File: src/rtl/raster_pkg.sv
package raster_pkg;

  // Strobes from the sequencing control to the counter datapath
  typedef struct packed {
    logic dotEnd;    // last master cycle of the current dot
    logic lineEnd;   // last master cycle of the current line
    logic frameEnd;  // last master cycle of the current frame
  } rasterStrobe_t;

  // Interrupt enable encoding: bit 0 dot target, bit 1 line target
  typedef enum logic [1:0] {
    IRQ_OFF  = 2'b00,
    IRQ_DOT  = 2'b01,
    IRQ_LINE = 2'b10,
    IRQ_BOTH = 2'b11
  } irqMode_e;

  function automatic int unsigned widthFor(input int unsigned n);
    return (n < 2) ? 1 : $clog2(n);
  endfunction

endpackage

File: src/rtl/raster_ctrl.sv
module raster_ctrl
  import raster_pkg::*;
#(
  parameter int unsigned DOTS_PER_LINE   = 340,
  parameter int unsigned LINES_PER_FRAME = 262,
  parameter int unsigned BASE_DOT_CYCLES = 4,
  parameter int unsigned LONG_DOT_CYCLES = 6,
  parameter int unsigned STRETCH_COUNT   = 2,
  parameter logic [16*STRETCH_COUNT-1:0] STRETCH_LIST = {16'd327, 16'd323},
  parameter int unsigned SHORT_LINE      = 240,
  parameter int unsigned H_W             = 9,
  parameter int unsigned V_W             = 9
) (
  input  logic           clk,
  input  logic           rst,
  input  logic [H_W-1:0] hCount,
  input  logic [V_W-1:0] vCount,
  input  logic           frameParity,
  input  logic           interlaceLat,
  output rasterStrobe_t  strobe,
  output logic           dotStart,
  output logic           shortLine,
  output logic           lastLine
);

  localparam int unsigned SUB_W = widthFor(LONG_DOT_CYCLES);

  logic [SUB_W-1:0]         subCount;
  logic [SUB_W-1:0]         dotLast;
  logic [STRETCH_COUNT-1:0] stretchHit;
  logic                     stretched;
  logic                     longFrame;
  logic                     dotEnd;
  logic                     lineEnd;

  // One comparator per stretched dot position
  for (genvar i = 0; i < STRETCH_COUNT; i++) begin : gStretch
    assign stretchHit[i] = (hCount == H_W'(STRETCH_LIST[i*16 +: 16]));
  end

  assign longFrame = interlaceLat && frameParity;
  assign shortLine = !interlaceLat && frameParity && (vCount == V_W'(SHORT_LINE));
  assign lastLine  = longFrame ? (vCount == V_W'(LINES_PER_FRAME))
                               : (vCount == V_W'(LINES_PER_FRAME - 1));
  assign stretched = (|stretchHit) && !shortLine;
  assign dotLast   = stretched ? SUB_W'(LONG_DOT_CYCLES - 1) : SUB_W'(BASE_DOT_CYCLES - 1);

  assign dotEnd  = !rst && (subCount == dotLast);
  assign lineEnd = dotEnd && (hCount == H_W'(DOTS_PER_LINE - 1));

  always_comb begin
    strobe.dotEnd   = dotEnd;
    strobe.lineEnd  = lineEnd;
    strobe.frameEnd = lineEnd && lastLine;
  end

  assign dotStart = !rst && (subCount == '0);

  always_ff @(posedge clk) begin
    if (rst || dotEnd) begin
      subCount <= '0;
    end else begin
      subCount <= subCount + 1'b1;
    end
  end

endmodule

File: src/rtl/raster_datapath.sv
module raster_datapath
  import raster_pkg::*;
#(
  parameter int unsigned H_W = 9,
  parameter int unsigned V_W = 9
) (
  input  logic           clk,
  input  logic           rst,
  input  rasterStrobe_t  strobe,
  input  logic           interlaceMode,
  output logic [H_W-1:0] hCount,
  output logic [V_W-1:0] vCount,
  output logic           frameParity,
  output logic           interlaceLat
);

  always_ff @(posedge clk) begin
    if (rst) begin
      hCount <= '0;
    end else if (strobe.lineEnd) begin
      hCount <= '0;
    end else if (strobe.dotEnd) begin
      hCount <= hCount + 1'b1;
    end
  end

  always_ff @(posedge clk) begin
    if (rst) begin
      vCount       <= '0;
      frameParity  <= 1'b0;
      interlaceLat <= 1'b0;
    end else if (strobe.frameEnd) begin
      vCount       <= '0;
      frameParity  <= !frameParity;
      interlaceLat <= interlaceMode;
    end else if (strobe.lineEnd) begin
      vCount <= vCount + 1'b1;
    end
  end

endmodule

File: src/rtl/raster_irq.sv
module raster_irq
  import raster_pkg::*;
#(
  parameter int unsigned DOTS_PER_LINE   = 340,
  parameter int unsigned BASE_DOT_CYCLES = 4,
  parameter int unsigned BLANK_DOT       = 153,
  parameter int unsigned H_W             = 9,
  parameter int unsigned V_W             = 9
) (
  input  logic           clk,
  input  logic           rst,
  input  logic           lineEnd,
  input  logic [V_W-1:0] vCount,
  input  logic           shortLine,
  input  logic           lastLine,
  input  logic [1:0]     irqMode,
  input  logic [H_W-1:0] hTarget,
  input  logic [V_W-1:0] vTarget,
  output logic           irqPulse
);

  localparam int unsigned IS_W = widthFor(BASE_DOT_CYCLES);
  localparam int unsigned ID_W = H_W + 1;

  logic [IS_W-1:0] idealSub;
  logic [ID_W-1:0] idealDot;
  logic            hEn;
  logic            vEn;
  logic            onDot;
  logic            hHit;
  logic            vHit;
  logic            blanked;

  // Idealised dot counter: every dot is BASE_DOT_CYCLES long
  always_ff @(posedge clk) begin
    if (rst || lineEnd) begin
      idealSub <= '0;
      idealDot <= '0;
    end else if (idealSub == IS_W'(BASE_DOT_CYCLES - 1)) begin
      idealSub <= '0;
      idealDot <= idealDot + 1'b1;
    end else begin
      idealSub <= idealSub + 1'b1;
    end
  end

  assign hEn     = irqMode[0];
  assign vEn     = irqMode[1];
  assign onDot   = (idealSub == '0) && (idealDot < ID_W'(DOTS_PER_LINE));
  assign hHit    = hEn ? (idealDot == {1'b0, hTarget}) : (idealDot == '0);
  assign vHit    = !vEn || (vCount == vTarget);
  assign blanked = hEn && (hTarget == H_W'(BLANK_DOT)) && (shortLine || lastLine);

  assign irqPulse = !rst && (hEn || vEn) && onDot && hHit && vHit && !blanked;

endmodule

File: src/rtl/raster_timing.sv
module raster_timing
  import raster_pkg::*;
#(
  parameter int unsigned DOTS_PER_LINE   = 340,
  parameter int unsigned LINES_PER_FRAME = 262,
  parameter int unsigned BASE_DOT_CYCLES = 4,
  parameter int unsigned LONG_DOT_CYCLES = 6,
  parameter int unsigned STRETCH_COUNT   = 2,
  parameter logic [16*STRETCH_COUNT-1:0] STRETCH_LIST = {16'd327, 16'd323},
  parameter int unsigned SHORT_LINE      = 240,
  parameter int unsigned BLANK_DOT       = 153,
  localparam int unsigned H_W = $clog2(DOTS_PER_LINE + 1),
  localparam int unsigned V_W = $clog2(LINES_PER_FRAME + 1)
) (
  input  logic           clk,
  input  logic           rst,
  input  logic           interlaceMode,
  input  logic [1:0]     irqMode,
  input  logic [H_W-1:0] irqHTarget,
  input  logic [V_W-1:0] irqVTarget,
  output logic [H_W-1:0] hCount,
  output logic [V_W-1:0] vCount,
  output logic           frameParity,
  output logic           dotStrobe,
  output logic           irqPulse
);

  rasterStrobe_t strobe;
  logic          interlaceLat;
  logic          shortLine;
  logic          lastLine;

  raster_ctrl #(
    .DOTS_PER_LINE  (DOTS_PER_LINE),
    .LINES_PER_FRAME(LINES_PER_FRAME),
    .BASE_DOT_CYCLES(BASE_DOT_CYCLES),
    .LONG_DOT_CYCLES(LONG_DOT_CYCLES),
    .STRETCH_COUNT  (STRETCH_COUNT),
    .STRETCH_LIST   (STRETCH_LIST),
    .SHORT_LINE     (SHORT_LINE),
    .H_W            (H_W),
    .V_W            (V_W)
  ) uCtrl (
    .clk         (clk),
    .rst         (rst),
    .hCount      (hCount),
    .vCount      (vCount),
    .frameParity (frameParity),
    .interlaceLat(interlaceLat),
    .strobe      (strobe),
    .dotStart    (dotStrobe),
    .shortLine   (shortLine),
    .lastLine    (lastLine)
  );

  raster_datapath #(
    .H_W(H_W),
    .V_W(V_W)
  ) uData (
    .clk          (clk),
    .rst          (rst),
    .strobe       (strobe),
    .interlaceMode(interlaceMode),
    .hCount       (hCount),
    .vCount       (vCount),
    .frameParity  (frameParity),
    .interlaceLat (interlaceLat)
  );

  raster_irq #(
    .DOTS_PER_LINE  (DOTS_PER_LINE),
    .BASE_DOT_CYCLES(BASE_DOT_CYCLES),
    .BLANK_DOT      (BLANK_DOT),
    .H_W            (H_W),
    .V_W            (V_W)
  ) uIrq (
    .clk      (clk),
    .rst      (rst),
    .lineEnd  (strobe.lineEnd),
    .vCount   (vCount),
    .shortLine(shortLine),
    .lastLine (lastLine),
    .irqMode  (irqMode),
    .hTarget  (irqHTarget),
    .vTarget  (irqVTarget),
    .irqPulse (irqPulse)
  );

endmodule

File: config.mk
export PLATFORM = sky130hd
export DESIGN_NAME = raster_timing
export DESIGN_NICKNAME = d
export VERILOG_FILES = /design/src/rtl/raster_pkg.sv /design/src/rtl/raster_ctrl.sv /design/src/rtl/raster_datapath.sv /design/src/rtl/raster_irq.sv /design/src/rtl/raster_timing.sv
export SDC_FILE = /design/constraint.sdc
export NUM_CORES = 1
export LEC_CHECK = 0
export CORE_MARGIN = 4
export CORE_UTILIZATION = 65
export CTS_BUF_LIST = sky130_fd_sc_hd__clkbuf_4
export CTS_CLUSTER_SIZE = 24
export DETAILED_ROUTE_END_ITERATION = 10
export DONT_BUFFER_PORTS = 1
export PLACE_DENSITY = 0.81
export SLEW_MARGIN = 20
export SYNTH_ARGS = -nofsm -noshare
export SYNTH_HDL_FRONTEND = slang
export SYNTH_SLANG_ARGS = --single-unit
File: constraint.sdc
create_clock -name clk -period 5 [get_ports clk]
set_input_delay 0.25 -clock clk [delete_from_list [all_inputs] [get_ports clk]]
set_output_delay 0.25 -clock clk [all_outputs]
set_load 0.02 [all_outputs]
==> results.json, run 1 <==
{
  "first_global_vias": 1625,
  "cts_made_buffers": 5,
  "hpwl_um": 3200,
  "start_kind": "register",
  "synthesis.area_um2": 2090,
  "clockBufferDepth": 2,
  "clock_sinks": 35,
  "outcome": "complete, no violations",
  "worst_slew_pin_slew_ns": 1.10,
  "via_per_inst": 5.92,
  "hold_viol": 0,
  "p_leak_nw": 0.827,
  "slew_violations": 0,
  "ioPinCount": 44,
  "period_minus_slack_ns": 2.79,
  "cts.clk_slew.worst_paths_ns": 0.11,
  "fin_setup_tns_ns": 0,
  "setup_viol": 0,
  "grt_max_degree": 15,
  "synth_nets": 275,
  "grt_use_total_pct": 22.1,
  "syn_avg_cell_area_um2": 8.60,
  "syn_inst": 243,
  "ys_ff_latch": 35,
  "p_clk_share_pct": 32.4,
  "dieWidth_um": 64.7,
  "critPathKind": "reg -> out",
  "wl_um": 4280,
  "vias": 1712,
  "cp.required_ns": 4.75,
  "p_sw_share_pct": 24.8,
  "htreeDepth": 2,
  "arrival_ns": 2.54,
  "drv_cap": 0,
  "min_period_over_period_pct": 55.9,
  "core_um2": 3050,
  "die_area_um2": 4190,
  "nets": 276,
  "seq_area_frac_synth_pct": 33.5,
  "clkLatencyLatePin_ns": 0.34,
  "fmax_ghz": 0.358,
  "skew_ns": 0.0102,
  "synth_top_area_share_pct": 33.5,
  "grt_pass1_wl_um": 7340,
  "initial_core_util_pct": 68.4,
  "fillers": 265,
  "ir_worst_vdd_v": 0.000164,
  "area_delta_synth_final_pct": 4.49,
  "synth-edff-count": 0,
  "synth_ff_type": "dfxtp_1",
  "globalplace.congestion": 0.821,
  "min_path_type": "in -> reg",
  "io_buffers": 0,
  "drc": 0,
  "ys_async_sr_fraction_pct": 0,
  "postRouteAntennaNets": 0,
  "power.switching_w": 0.000121,
  "pwr-share-seq_pct": 59.4,
  "synth_area_leader_cell": "dfxtp_1",
  "antenna_cells": 0,
  "ys_types": 46,
  "antenna_found_initial": 0,
  "drive_above_1_share_pct": 6.53,
  "dr.first_iter.drc_count": 76,
  "pwr-share-comb_pct": 8.1,
  "rows": 20,
  "powerDensity_nw_per_um2": 224,
  "end_kind": "output port",
  "final_cells": 289,
  "crit_path_max_fanout": 6,
  "wire_per_inst_um": 14.8,
  "cts_tree": "built",
  "slew_headroom_pct": 26.8,
  "ys_top_cells_by_area": "dfxtp_1 (34%), xnor2_1 (7.1%), xor2_1 (7.1%)",
  "cts_root_buf": "clkbuf_4",
  "dp_cells": 280,
  "yosysWarningCount": 0,
  "p_int_w": 0.000369,
  "die_h_um": 64.7,
  "dr.pass1.iters": 4,
  "rsz0062_at_grt": "false",
  "grt_overflow": 0
}
[registers in the layout, indices dropped and copies added, names as in the netlist]
signal	count
uData.frameParity	1
uData.interlaceLat	1
uData.hCount	9
uCtrl.subCount	3
uIrq.idealDot	10
uData.vCount	9
uIrq.idealSub	2
[cells by family (layout without fill, tap and decap cells)]
logic type                 after synthesis  in the layout  share of synthesized area (%)
DFF                                     35             35                           33.5
adders and majority gates                9              9                           5.39
buffers and inverters                   17             19                           3.23
xor gates and xnor gates                34             34                           14.3
muxes                                    6              6                           2.87
AOI/OAI and AO/OA                       32             32                           10.5
and+or+nand+nor                        110            110                           30.2
[Yosys cell counts, types with 3 or more instances]
master     n
a21oi_1    9
and3_1     6
and3b_1    3
and4b_1    3
buf_2      3
clkbuf_1   4
dfxtp_1   35
ha_1       9
inv_1     10
mux2i_1    6
nand2_1   15
nand3_1   11
nand4_1   10
nor2_1    28
nor2b_1    3
nor3_1     8
nor3b_1    4
nor4_1     3
nor4b_1    3
o21ai_0    8
xnor2_1   17
xor2_1    17
[what timing repair did]
action | in CTS | in global routing
hold buffers | 1 | 0
setup buffers | 0 | 0
endpoints found under the hold margin | 9 | 0
resized for setup | 0 | 0
[power groups by stage]
stage                     registers (W)   logic, W  clock network [W]
after floorplan                0.000296  0.0000334                  0
after global placement         0.000297  0.0000373                  0
after detailed placement       0.000298  0.0000387                  0
after CTS                      0.000291  0.0000405           0.000162
after global routing           0.000293  0.0000453           0.000175
final                          0.000291  0.0000398           0.000159
[critical path, stage by stage (launching register included)]
cell and delay, ns:
dfxtp_1 0.54, inv_1 0.14, ha_1 0.21, nand4bb_1 0.09
or4_4 0.17, a21oi_1 0.08, a2111oi_1 0.97
[final timing paths]
| kind | end | cells after the start | slack [ns] | startpoint |
|---|---|---|---|---|
| worst max-delay path | irqPulse | 6 | 2.21 | uData.vCount[0] |
| worst min-delay path | uData.hCount[8] | 2 | 0.06 | rst |
| worst max register to register | uData.hCount[1] | 5 | 2.93 | uData.vCount[4] |
| worst min register to register | uIrq.idealSub[0] | 1 | 0.45 | uIrq.idealSub[0] |
[routing by layer]
| metal | wire [µm] | up-vias | part of all wire (%) | global-route usage [%] |
|---|---|---|---|---|
| li1 | - | 860 | - | - |
| met1 | 2000 | 782 | 47 | 28.2 |
| met2 | 1890 | 62 | 44 | 35.7 |
| met3 | 317 | 8 | 7.4 | 5.03 |
| met4 | 72 | 0 | 1.7 | 9.50 |
| met5 | 0 | - | 0 | 0 |
[metrics by stage]
stage,instance area [µm²],hold WS (ns),worst slack (ns),total power [W],utilization (%)
finish,2180,0.0612,2.21,0.000490,71.5
floorplan,2090,0.397,2.50,0.000329,-
global route,2180,0.0837,2.04,0.000513,71.5
detailed placement,2120,0.322,2.59,0.000336,69.3
CTS,2180,0.0550,2.20,0.000493,71.5
global placement,2120,0.319,2.60,0.000335,69.3
[area by class of cell]
cell class | count | area [µm²] | share of cell area [%]
clock buffer | 7 | 52.6 | 2.41
clock inverter | 1 | 5.00 | 0.229
inverter | 10 | 37.5 | 1.72
multi-input combinational | 191 | 1320 | 60.6
sequential | 35 | 701 | 32.1
tap | 44 | 55.1 | 2.52
timing repair buffer | 1 | 10.0 | 0.458
[placed cells by master (no fill, tap or decap), types with 9 or more instances in the layout]
| master | Yosys | layout |
|---|---|---|
| a21oi_1 | 9 | 9 |
| dfxtp_1 | 35 | 35 |
| ha_1 | 9 | 9 |
| inv_1 | 10 | 10 |
| nand2_1 | 15 | 15 |
| nand3_1 | 11 | 11 |
| nand4_1 | 10 | 10 |
| nor2_1 | 28 | 28 |
| xnor2_1 | 17 | 17 |
| xor2_1 | 17 | 17 |
No activity file was read; power rests on OpenSTA's default activity.
==> run 2, diff against run 1 <==
- CORE_UTILIZATION: 65 -> 59
- PLACE_DENSITY: 0.81 -> 0.78
- clock period: 5 -> 2.5 ns (I/O delays scaled with it)
==> run 2 against run 1 <==
  * Global-route usage decreased by 0.67 points
  * Register-to-register slack worse by 2.5 ns
  * Via count is 3.4% higher
  * Combinational power rose by 120%
  * Worst hold slack got worse by 0.048 ns
  * Worst setup slack lost 2.0 ns
  * Critical path type unchanged
  * Non-clock buffer count increased by 5
  * Count of clock-buffer cells in the layout down 2
  * Die area increased by 8.9%
  * Sequential share of layout area decreased by 0.38 points
  * Sequential cell count is the same
  * Utilization fell by 6.1 points
==> results.json, run 2 (synthesis results as in run 1) <==
{
  "hpwl_um": 3340,
  "rsz0062_at_grt": "false",
  "fin_area_um2": 2220,
  "globalplace.congestion": 0.825,
  "first_global_vias": 1688,
  "mostFrequentLayoutCell": "dfxtp_1",
  "grt_pass1_wl_um": 7380,
  "setup_viol": 0,
  "cts_made_buffers": 5,
  "vias": 1771,
  "pwr-share-comb_pct": 9.0,
  "met1_length_um": 2000,
  "worst_slew_pin_slew_ns": 0.700,
  "ioPinCount": 44,
  "outcome": "complete, no violations",
  "end_kind": "output port",
  "grt_use_total_pct": 21.5,
  "postRouteAntennaNets": 0,
  "drv_cap": 0,
  "core_um2": 3390,
  "drive_above_1_share_pct": 8.03,
  "skew_ns": 0.0138,
  "hold_viol": 0,
  "p_int_w": 0.000709,
  "via_per_inst": 6.00,
  "rr_startpoint": "uData.vCount[4]",
  "power.switching_w": 0.000247,
  "slew_violations": 0,
  "cts.clk_slew.worst_paths_ns": 0.11,
  "clockBufferDepth": 2,
  "die_h_um": 67.5,
  "dr.pass1.iters": 4,
  "grt_overflow": 0,
  "wl_met2_um": 2140,
  "grt_max_degree": 15,
  "crit_path_max_fanout": 7,
  "start_kind": "register",
  "clkLatencyLatePin_ns": 0.35,
  "arrival_ns": 2.21,
  "wire_per_inst_um": 15.5,
  "critPathKind": "reg -> out",
  "largest_register": "uIrq.idealDot",
  "holdCritStartpoint": "rst",
  "hold_ws_ns": 0.0130,
  "pwr-share-seq_pct": 60.7,
  "powerDensity_nw_per_um2": 431,
  "clock_sinks": 35,
  "r2r-end": "uData.hCount[1]",
  "p_leak_nw": 0.846,
  "cts_root_buf": "clkbuf_4",
  "dieWidth_um": 67.5,
  "worstSetupStartpoint": "uData.vCount[3]",
  "hold_depth": 3,
  "antenna_found_initial": 0,
  "routed.top_layer": "met4",
  "min_path_type": "in -> reg",
  "layout_common_cells": "dfxtp_1 (33), nor2_1 (28), xnor2_1 (17), xor2_1 (17), nand2_1 (15)",
  "cp.required_ns": 2.38,
  "dpl_cell_area_um2": 2150,
  "rrSetupSlack_ns": 0.45,
  "routed-wl-met3_um": 353,
  "slew_headroom_pct": 53.2,
  "nets": 281,
  "period_minus_slack_ns": 2.33,
  "min_period_over_period_pct": 93.3,
  "wl_um": 4560,
  "initial_core_util_pct": 61.6,
  "ir_worst_vdd_v": 0.000291,
  "cts_tree": "built",
  "largestRegisters": "uIrq.idealDot (10), uData.hCount (9), uData.vCount (9)",
  "p_clk_share_pct": 30.2,
  "r2r_cells": 5,
  "htreeDepth": 2,
  "area_delta_synth_final_pct": 6.11,
  "fmax_ghz": 0.429,
  "drc": 0,
  "dr.first_iter.drc_count": 157,
  "rows": 21,
  "io_buffers": 0,
  "p_sw_share_pct": 25.8,
  "holdPathEnd": "uData.hCount[8]",
  "post-cts-setup-buffers": 0,
  "largest_register_ffs": 10,
  "die_area_um2": 4560,
  "antenna_cells": 0,
  "fin_setup_tns_ns": 0
}
[run 2: changes by cell type in the layout (fill, tap and decap cells not counted)]
cell,change
dfxtp_2,+2
clkinv_1,+1
buf_4,+4
dfxtp_1,-2
clkbuf_4,-2
dlygate4sd3_1,+1
[run 2: per-layer routing]
| metal | global-route usage (%) | vias up |
|---|---|---|
| met1 | 26.4 | 838 |
| met5 | 0 | - |
| met3 | 7.99 | 8 |
| li1 | - | 873 |
| met4 | 8.35 | 0 |
| met2 | 33.8 | 52 |
[run 2: worst max-delay path by stage]
stage                       to  cells after the start
5_1_grt               irqPulse                      6
4_1_cts               irqPulse                      7
3_3_place_gp   uData.hCount[1]                      5
2_1_floorplan         irqPulse                      6
6_report              irqPulse                      6
3_5_place_dp   uData.hCount[1]                      7
[run 2: power by group through the flow]
stage          sequential (W)  combinational (W)  clock, W
2_1_floorplan        0.000592          0.0000668         0
3_3_place_gp         0.000593          0.0000796         0
3_5_place_dp         0.000593          0.0000819         0
4_1_cts              0.000580          0.0000874  0.000299
5_1_grt              0.000582          0.0000973  0.000334
6_report             0.000580          0.0000864  0.000289
[run 2: through the flow]
stage               power (W)  setup WS [ns]  instances  util [%]
floorplan            0.000659          0.124        243         -
global placement     0.000672          0.538        286      63.4
global route          0.00101         0.0214        295      65.4
finish               0.000955          0.168        295      65.4
CTS                  0.000967          0.107        295      65.3
detailed placement   0.000675          0.487        286      63.4
[run 2: cell type report]
| cell class | count | area, µm² |
|---|---|---|
| Clock inverter | 2 | 8.76 |
| Sequential cell | 35 | 703 |
| Fill cell | 299 | 1170 |
| Tap cell | 46 | 57.6 |
| Clock buffer | 5 | 37.5 |
| Timing Repair Buffer | 6 | 50.0 |
| Inverter | 10 | 37.5 |
| Multi-Input combinational cell | 191 | 1320 |
[run 2: what timing repair did]
action / CTS / global route
hold endpoints to repair: 12 / 0
hold buffers: 2 / 0
resized for setup: 0 / 2
endpoints found under the setup margin: 0 / 1
[run 2: worst max-delay path, cell delays in order, from the launching register on]
cell	delay, ns
dfxtp_1	0.62
xnor2_1	0.17
nand3_1	0.09
nor4_1	0.26
mux2i_1	0.13
a2111oi_1	0.38
buf_4	0.22
